`config.mk`:
```
export PLATFORM = sky130hd
export DESIGN_NAME = dual_accum_combiner
export DESIGN_NICKNAME = d
export VERILOG_FILES = /design/src/rtl/dac_pkg.sv /design/src/rtl/dac_ctrl.sv /design/src/rtl/dac_datapath.sv /design/src/rtl/dac_combiner.sv /design/src/rtl/dual_accum_combiner.sv
export SDC_FILE = /design/constraint.sdc
export NUM_CORES = 1
export LEC_CHECK = 0
export ABC_AREA = 1
export BUFFER_PORTS_ARGS = -buffer_cell sky130_fd_sc_hd__buf_2
export CORE_ASPECT_RATIO = 1.5
export CORE_MARGIN = 2
export CORE_UTILIZATION = 60
export CTS_CLUSTER_SIZE = 16
export DETAILED_ROUTE_END_ITERATION = 8
export PLACE_DENSITY = 0.83
export SYNTH_ARGS = -nofsm -noshare
export SYNTH_HDL_FRONTEND = slang
export SYNTH_SLANG_ARGS = --single-unit
```
`constraint.sdc`:
```
create_clock -name clk -period 5.4 [get_ports clk]
set_clock_uncertainty 0.2 [all_clocks]
set_input_delay 0.81 -clock clk [delete_from_list [all_inputs] [get_ports clk]]
set_output_delay 0.81 -clock clk [all_outputs]
set_load 0.02 [all_outputs]
```
`src/rtl/dac_pkg.sv`:
```
package dac_pkg;

  typedef struct packed {
    logic clearFb;
    logic loadHold;
  } dacStrobe_t;

  typedef enum logic [1:0] {
    MODE_SCALED = 2'b00,
    MODE_SUM    = 2'b01,
    MODE_A      = 2'b10,
    MODE_B      = 2'b11
  } combMode_e;

endpackage

```
`src/rtl/dac_ctrl.sv`:
```
module dac_ctrl
  import dac_pkg::*;
(
  input  logic       accEn,
  output dacStrobe_t strobe
);
  // A low enable both drops the feedback and captures the finished sum.
  always_comb begin
    strobe.clearFb  = !accEn;
    strobe.loadHold = !accEn;
  end
endmodule

```
`src/rtl/dac_datapath.sv`:
```
module dac_datapath
  import dac_pkg::*;
#(
  parameter int PROD_W   = 20,
  parameter int NUM_MULT = 4,
  parameter int ACC_W    = 28,
  parameter int NUM_CELL = 2
) (
  input  logic                         clk,
  input  logic                         rst,
  input  dacStrobe_t                   strobe,
  input  logic [NUM_MULT*PROD_W-1:0]   prodBus [NUM_CELL],
  output logic signed [ACC_W-1:0]      accOut  [NUM_CELL],
  output logic signed [ACC_W-1:0]      holdOut [NUM_CELL]
);
  localparam int EXT_W = ACC_W - PROD_W;

  for (genvar c = 0; c < NUM_CELL; c++) begin : g_cell
    logic signed [ACC_W-1:0] tapSum;
    logic signed [ACC_W-1:0] feedBack;
    logic signed [ACC_W-1:0] accReg;
    logic signed [ACC_W-1:0] holdReg;

    always_comb begin
      tapSum = '0;
      for (int t = 0; t < NUM_MULT; t++) begin
        logic [PROD_W-1:0] p;
        p = prodBus[c][t*PROD_W +: PROD_W];
        tapSum = tapSum + {{EXT_W{p[PROD_W-1]}}, p};
      end
      feedBack = strobe.clearFb ? '0 : accReg;
    end

    always_ff @(posedge clk) begin
      if (rst) begin
        accReg  <= '0;
        holdReg <= '0;
      end else begin
        accReg <= feedBack + tapSum;
        if (strobe.loadHold) holdReg <= accReg;
      end
    end

    assign accOut[c]  = accReg;
    assign holdOut[c] = holdReg;
  end
endmodule

```
`src/rtl/dac_combiner.sv`:
```
module dac_combiner
  import dac_pkg::*;
#(
  parameter int ACC_W   = 28,
  parameter int B_SHIFT = 10
) (
  input  logic                    clk,
  input  logic                    rst,
  input  logic [1:0]              modeSel,
  input  logic signed [ACC_W-1:0] holdA,
  input  logic signed [ACC_W-1:0] holdB,
  output logic [ACC_W-1:0]        dataOut
);
  logic signed [ACC_W-1:0] scaledB;
  logic signed [ACC_W-1:0] combined;

  always_comb begin
    scaledB = holdB >>> B_SHIFT;
    unique case (combMode_e'(modeSel))
      MODE_SCALED: combined = holdA + scaledB;
      MODE_SUM:    combined = holdA + holdB;
      MODE_A:      combined = holdA;
      MODE_B:      combined = holdB;
      default:     combined = '0;
    endcase
  end

  always_ff @(posedge clk) begin
    if (rst) dataOut <= '0;
    else     dataOut <= combined;
  end
endmodule

```
`src/rtl/dual_accum_combiner.sv`:
```
module dual_accum_combiner
  import dac_pkg::*;
#(
  parameter int PROD_W   = 20,
  parameter int NUM_MULT = 4,
  parameter int ACC_W    = 28,
  parameter int B_SHIFT  = 10
) (
  input  logic                       clk,
  input  logic                       rst,
  input  logic                       accEn,
  input  logic [NUM_MULT*PROD_W-1:0] prodA,
  input  logic [NUM_MULT*PROD_W-1:0] prodB,
  input  logic [1:0]                 modeSel,
  output logic [ACC_W-1:0]           dataOut
);
  localparam int NUM_CELL = 2;

  dacStrobe_t                 strobe;
  logic [NUM_MULT*PROD_W-1:0] prodBus [NUM_CELL];
  logic signed [ACC_W-1:0]    accVal  [NUM_CELL];
  logic signed [ACC_W-1:0]    holdVal [NUM_CELL];

  assign prodBus[0] = prodA;
  assign prodBus[1] = prodB;

  dac_ctrl u_ctrl (
    .accEn  (accEn),
    .strobe (strobe)
  );

  dac_datapath #(
    .PROD_W   (PROD_W),
    .NUM_MULT (NUM_MULT),
    .ACC_W    (ACC_W),
    .NUM_CELL (NUM_CELL)
  ) u_dp (
    .clk     (clk),
    .rst     (rst),
    .strobe  (strobe),
    .prodBus (prodBus),
    .accOut  (accVal),
    .holdOut (holdVal)
  );

  dac_combiner #(
    .ACC_W   (ACC_W),
    .B_SHIFT (B_SHIFT)
  ) u_comb (
    .clk     (clk),
    .rst     (rst),
    .modeSel (modeSel),
    .holdA   (holdVal[0]),
    .holdB   (holdVal[1]),
    .dataOut (dataOut)
  );
endmodule

```
# Word level (Yosys, flattened, before mapping)
# Cells that the tools add are included.
# totals
ff_bits	140
inputBits	165
output_inout_bits	28
wordCells	22
# classes
add_sub_neg	10
n_eq_ne	3
n_mux	3
reduce_logical	1
# op_table
operator	n
28-bit adder	7
28-bit case mux with 4 select lines	1
28-bit 2-to-1 mux	2
20-bit by 20-bit adder with 21-bit output	2
28-bit by 18-bit adder with 28-bit output	1
2-bit == test (second input constant)	2
2-bit by 1-bit == test with 1-bit output (second input constant)	1
2-bit zero test	1

# Longest topological paths before layout
# Gate-level depths: netlist of the first run.
# depth
word_depth	4
mapped_depth	24

# Modules after synthesis
# Synthesis of the first run repeated with hierarchy kept, for this count alone.
# unflattened
hier_cells	2348
area_unflattened_um2	15045.7
# by_module_without_submodules
mod	n_inst	cells_per_inst	area_per_inst_um2
dac_datapath	1	1664	11260.8
dac_combiner	1	682	3773.6
dac_ctrl	1	2	11.3

# Least setup slack after synthesis of the first run
# Ideal clock, no wire load.
# synth_path
kind	input to register
startpoint	input prodB[0]
endpoint	register u_dp.g_cell[1].accReg[24]
setup_time_ns	0.113
arrival_ns	4.347
slack_ns	0.740
path_stages	19
n_path_buf	0
path_cell_list	ha_1 > inv_1 > fa_1 > nand3b_1 > nand2_1 > a21oi_2 > o21ai_1 > xor2_1 > fa_1 > inv_1 > fa_1 > ha_1 > a21oi_1 > nor2_1 > or2_2 > a21oi_1 > nand3_1 > nor2_1 > nor2_1
# synth_between
elab_chain_len	4
# synth_lines
element	line_no	rtl
start, declared	dual_accum_combiner.sv:13	input logic [NUM_MULT*PROD_W-1:0] prodB,
20-bit by 20-bit adder with 21-bit output	dac_datapath.sv:29	tapSum = tapSum + {{EXT_W{p[PROD_W-1]}}, p};
28-bit adder (2 in series)	dac_datapath.sv:29	
28-bit adder	dac_datapath.sv:39	accReg <= feedBack + tapSum;
end signal, assigned	dac_datapath.sv:39	
end, declared	dac_datapath.sv:21	logic signed [ACC_W-1:0] accReg;
# Every way passes these cells.
# A chain may end at the register's enable or synchronous reset.

# Final worst setup path of the first run
# layout_path
startpoint	input prodB[0]
endpoint	register u_dp.g_cell[1].accReg[26]
# The elaborated chain is that of the path after synthesis.

==> impl_metrics.json, run 1 <==
{
  "die_area_um2": 26300,
  "cts_tree": "built",
  "viasPerCell": 5.46,
  "r2r-start": "u_dp.g_cell[0].accReg[1]$_SDFF_PP0_",
  "place_ws_ns": -0.0275,
  "vias": 15279,
  "grt_pass1_wl_mm": 71.5,
  "grt_usage_pct": 34.3,
  "p_per_area_nw_per_um2": 465,
  "min_period_ns": 4.99,
  "async_reset_ff_share_pct": 0,
  "yosysUniqueCellTypes": 46,
  "pin_count": 193,
  "dp_cells": 2768,
  "hp-class": "reg -> reg",
  "start_kind": "input pin",
  "final_cells": 2799,
  "p_leak_uw": 0.00919,
  "diodes": 0,
  "port_buffers": 192,
  "synth_area_leader_cell": "dfxtp_1",
  "gp_congestion": 0.968,
  "rsz0062_at_grt": "no",
  "clock_sinks": 140,
  "syn_to_final_growth_pct": 12.5,
  "vdd_drop_max_mv": 0.209,
  "syn_nets": 2670,
  "maxCapViolCount": 0,
  "cp-end-kind": "register",
  "post-route-period-util_pct": 92.5,
  "hold_start": "u_dp.g_cell[0].holdReg[18]$_SDFFE_PP0N_",
  "wl_per_cell_um": 16.0,
  "layout-drive-gt1-share_pct": 11.9,
  "ys_ff_latch": 140,
  "max_freq_ghz": 0.200,
  "status": "finished, final reports clean",
  "required_ns": 5.52,
  "synth_ff_type": "dfxtp_1",
  "maxSlewViolCount": 0,
  "critPathLaunch": "prodB[0]",
  "clk_latency_ns": 0.44,
  "netlist_top_cells_area": "dfxtp_1 19%, fa_1 13%, nand2_1 13%, inv_1 12%, ha_1 10%",
  "synth_commonest_cells": "505 x nand2_1, 478 x inv_1, 205 x a21oi_1",
  "ctsRootBufferMaster": "clkbuf_16",
  "rows": 70,
  "drt_iter0_markers": 1059,
  "clk_path_buf_depth": 2,
  "synth.cell_area_um2": 15000,
  "yosysTopAreaCellShare_pct": 18.7,
  "fin_util_pct": 69.0,
  "syn_area_per_cell_um2": 6.56,
  "synth.most_common_cell": "nand2_1",
  "dr.pass1.iters": 6,
  "nNetsFinal": 2850,
  "finalHoldViolations": 0,
  "globalRouteOverflowTotal": 0,
  "worst_slew_margin_rel_pct": 32.1,
  "arrival_ns": 5.12,
  "antenna_found_initial": 0,
  "netlist_instances": 2283,
  "ys.warnings.count": 0,
  "cts_setup_buffers": 0,
  "core_area_um2": 24400,
  "drt-total-wl_mm": 44.8,
  "critPathMaxFanout": 8,
  "floorplan.initialDensity_pct": 61.3,
  "cts_inserted_buffers": 17,
  "h-tree-depth": 4,
  "drc": 0,
  "hpwl_mm": 37.1,
  "setup_viol": 0,
  "cts_resized": 0,
  "die_y_um": 198,
  "post_dp_cell_area_um2": 16300,
  "setup_ws_ns": 0.406,
  "crit_type": "in -> reg",
  "tightest_slew_ns": 1.02,
  "first_global_vias": 14976,
  "hold_ws_ns": 0.279,
  "cts_hold_buf": 0,
  "seq_area_frac_synth_pct": 18.7,
  "drtAntennaViolNets": 0,
  "grt_max_degree": 110,
  "die_x_um": 133,
  "cts.clk_slew.worst_paths_ns": 0.06,
  "finalInstanceArea_um2": 16900,
  "synth_edf_count": 0
}
## stage by stage
step                setup TNS (ns)  power (uW)
floorplan                        0        5200
global route                     0        8580
global placement                 0        6450
CTS                              0        7770
detailed placement         -0.0275        6550
finish                           0        7840
## final timing paths
check | cells past startpoint | slack [ns] | to
setup / recovery | 20 | 0.41 | u_dp.g_cell[1].accReg[26]$_SDFF_PP0_
hold / removal | 2 | 0.28 | u_dp.g_cell[0].holdReg[18]$_SDFFE_PP0N_
setup reg to reg | 16 | 2.09 | u_dp.g_cell[0].accReg[23]$_SDFF_PP0_
hold reg to reg | 2 | 0.28 | u_dp.g_cell[0].holdReg[18]$_SDFFE_PP0N_
## sequential cells by signal, summed over array words and instances (netlist names)
register and count:
u_dp.g_cell.holdReg 56, u_comb.dataOut 28, u_dp.g_cell.accReg 56
## worst max-delay path, stage by stage
cell      delay (ns)
buf_2           0.08
ha_1            0.18
inv_1           0.07
fa_1            0.41
nand3b_1        0.18
nand2_1         0.17
a21oi_2         0.11
o21ai_1         0.17
xor2_1          0.32
fa_1            0.47
inv_1           0.29
fa_1            0.50
ha_1            0.38
nand2_1         0.15
nor3_1          0.24
nand2_1         0.12
nor3_1          0.14
nand2_1         0.09
a21oi_1         0.17
nor2_1          0.06
## cell usage in the layout (no fill, tap or decap), types with 4 or more instances in the layout
cell / n
clkinvlp_4: 4
nand3_1: 108
o21ai_0: 154
nand3b_1: 9
o21ai_2: 10
a31oi_1: 6
nand2_2: 6
buf_4: 13
nor3_1: 20
nor2_1: 202
nor3_2: 5
o21ai_1: 9
or2_2: 9
fa_1: 99
xor2_1: 31
nand4_1: 21
a21boi_0: 4
buf_2: 191
a21oi_1: 205
nor2_2: 6
inv_1: 477
ha_1: 123
xnor2_1: 15
dfxtp_1: 140
a21o_1: 9
inv_6: 4
nand2_1: 505
o21bai_1: 12
o22ai_1: 15
a21oi_2: 6
clkbuf_16: 17
o21a_1: 10
## kinds of logic (layout without fill, tap and decap cells)
group                      after synthesis  count (layout)  share of synthesized area [%]
adders and majority gates              222             222                           23.5
AOI/OAI and AO/OA                      448             448                           16.4
xor gates and xnor gates                46              46                           2.69
and+or+nand+nor                        903             903                           25.4
buffers and inverters                  524             716                           13.3
DFF                                    140             140                           18.7
## routing by layer
metal,share of wire (%),vias to the layer above,global-route usage (%)
li1,-,7557,-
met2,50,569,62.1
met1,38,6982,37.3
met4,7.0,0,22.7
met3,4.9,171,4.44
met5,0,-,0
## cell type report
type                       count  area (um^2)
multi-input combinational   1619        10200
fill                        2193         7580
sequential                   140         2800
inverter                     480         1800
timing repair buffer         205         1070
clock buffer                  19          443
tap                          324          405
clock inverter                12          139
## where the power goes
part,switching (uW),internal [uW],total [uW]
sequential,226,1310,1540
clock,499,695,1190
combinational,3340,1770,5110
Note: power is estimated with default switching activity, not from simulation.
==> run 2: changes to the inputs <==
Settings changed: BUFFER_PORTS_ARGS -buffer_cell sky130_fd_sc_hd__buf_2 to not set, CORE_UTILIZATION 60 to 25, DONT_BUFFER_PORTS set to 1, PLACE_DENSITY 0.83 to 0.39.
==> impl_metrics.json, run 2 (synthesis results as in run 1) <==
{
  "status": "finished, final reports clean",
  "rsz0062_at_grt": "no",
  "layout_commonest_cell": "nand2_1",
  "antenna_found_initial": 0,
  "tightest_slew_ns": 0.717,
  "multi_input_area_um2": 10200,
  "grt_pass1_wl_mm": 83.1,
  "required_ns": 5.59,
  "die_y_um": 304,
  "cts.clk_slew.worst_paths_ns": 0.07,
  "syn_to_final_growth_pct": 10.7,
  "cts_resized": 0,
  "start_kind": "input pin",
  "final-seq-area_um2": 2800,
  "gp_congestion": 0.864,
  "arrival_ns": 5.07,
  "max_freq_ghz": 0.205,
  "layout-drive-gt1-share_pct": 5.18,
  "nNetsFinal": 2672,
  "reg2reg_setup_slack_ns": 2.04,
  "pin_count": 193,
  "clk_latency_ns": 0.46,
  "drt-total-wl_mm": 53.7,
  "drtAntennaViolNets": 0,
  "diodes": 0,
  "vias": 14020,
  "cts_inserted_buffers": 17,
  "cp-endpoint": "u_dp.g_cell[1].accReg[25]$_SDFF_PP0_",
  "p_leak_uw": 0.00849,
  "ctsRootBufferMaster": "clkbuf_16",
  "cts_hold_buf": 0,
  "grt_usage_pct": 17.5,
  "clock_sinks": 140,
  "wl_per_cell_um": 17.5,
  "setup_viol": 0,
  "rows": 109,
  "critPathMaxFanout": 8,
  "grt_max_degree": 158,
  "cp-end-kind": "register",
  "finalHoldViolations": 0,
  "floorplan.initialDensity_pct": 25.4,
  "viasPerCell": 4.56,
  "drt_iter0_markers": 670,
  "maxCapViolCount": 0,
  "h-tree-depth": 4,
  "cts_setup_buffers": 0,
  "maxSlewViolCount": 0,
  "hpwl_mm": 45.7,
  "dr.pass1.iters": 5,
  "port_buffers": 0,
  "final_cells": 3075,
  "fillers": 6643,
  "r2r-start": "u_dp.g_cell[0].accReg[1]$_SDFF_PP0_",
  "place_ws_ns": -0.0410,
  "finalPower_uw": 8060,
  "critPathLaunch": "prodB[0]",
  "post-route-period-util_pct": 90.4,
  "crit_type": "in -> reg",
  "globalRouteOverflowTotal": 0,
  "first_global_vias": 14626,
  "core_area_um2": 59100,
  "largestRegisters": "u_dp.g_cell.accReg x56, u_dp.g_cell.holdReg x56, u_comb.dataOut x28",
  "r2r-end": "u_dp.g_cell[0].accReg[23]$_SDFF_PP0_",
  "vdd_drop_max_mv": 0.217,
  "clk_path_buf_depth": 2,
  "final_cell_mix": "505 x nand2_1, 477 x inv_1, 205 x a21oi_1",
  "die_area_um2": 61900,
  "worst_slew_margin_rel_pct": 52.1,
  "die_x_um": 204,
  "reg2reg_depth": 16,
  "setup_ws_ns": 0.517,
  "cts_tree": "built",
  "hp-class": "in -> reg",
  "p_per_area_nw_per_um2": 486,
  "dp_cells": 3043,
  "min_period_ns": 4.88,
  "drc": 0,
  "fin_tns_setup_ns": 0
}
[run 2: critical path, cell delays in order]
cell and delay, ns:
ha_1 0.20, inv_1 0.07, fa_1 0.39, nand3b_1 0.17, nand2_1 0.19, a21oi_2 0.12, o21ai_1 0.16, xor2_1 0.19
buf_4 0.15, fa_1 0.40, inv_1 0.30, fa_1 0.49, ha_1 0.36, nand2_1 0.15, inv_1 0.06, a21oi_1 0.22
a21boi_0 0.25, nand3_1 0.16, nand2_1 0.08, nand2_1 0.05, nor2_1 0.09
[run 2: routing by layer]
layer  track usage (%)  wire [um]  up-vias  part of all wire, %
li1                  -          -     7192                    -
met1              20.5      22800     6510                   42
met5                 0          0        -                    0
met2              33.1      28400      271                   53
met3              1.69       1350       47                  2.5
met4              5.08       1110        0                  2.1
[run 2: worst min-delay path by stage]
| stage | startpoint | end | slack (ns) | depth (start not counted) |
|---|---|---|---|---|
| floorplan | u_dp.g_cell[1].holdReg[0]$_SDFFE_PP0N_ | u_dp.g_cell[1].holdReg[0]$_SDFFE_PP0N_ | 0.24 | 2 |
| global placement | u_dp.g_cell[0].holdReg[18]$_SDFFE_PP0N_ | u_dp.g_cell[0].holdReg[18]$_SDFFE_PP0N_ | 0.27 | 2 |
| detailed placement | u_dp.g_cell[0].holdReg[24]$_SDFFE_PP0N_ | u_dp.g_cell[0].holdReg[24]$_SDFFE_PP0N_ | 0.27 | 2 |
| CTS | rst | u_dp.g_cell[0].accReg[24]$_SDFF_PP0_ | 0.20 | 1 |
| global route | rst | u_comb.dataOut[6]$_SDFF_PP0_ | 0.21 | 1 |
| finish | rst | u_comb.dataOut[6]$_SDFF_PP0_ | 0.23 | 1 |
[run 2: area by class of cell]
cell class	count	area share (%)
clock buffers	18	2.65
multi-input cells	1619	61.4
inverters	480	10.9
well taps	777	5.86
clock inverters	14	1.09
repair buffers	27	1.22
flip-flops and latches	140	16.9
[run 2: power by group]
group / internal [uW] / leakage [uW] / total [uW] / switching (uW)
registers: 1310 / 0.00116 / 1590 / 276
clock network: 748 / 0.000299 / 1290 / 540
logic: 1810 / 0.00703 / 5190 / 3370
total: 3870 / 0.00849 / 8060 / 4190
[run 2: stage by stage]
| stage | instance area, um^2 | hold slack (ns) | utilization [%] |
|---|---|---|---|
| 6_report | 16600 | 0.226 | 28.1 |
| 5_1_grt | 16600 | 0.208 | 28.1 |
| 2_1_floorplan | 15000 | 0.240 | - |
| 3_3_place_gp | 16000 | 0.268 | 27.0 |
| 3_5_place_dp | 16000 | 0.269 | 27.0 |
| 4_1_cts | 16600 | 0.199 | 28.1 |
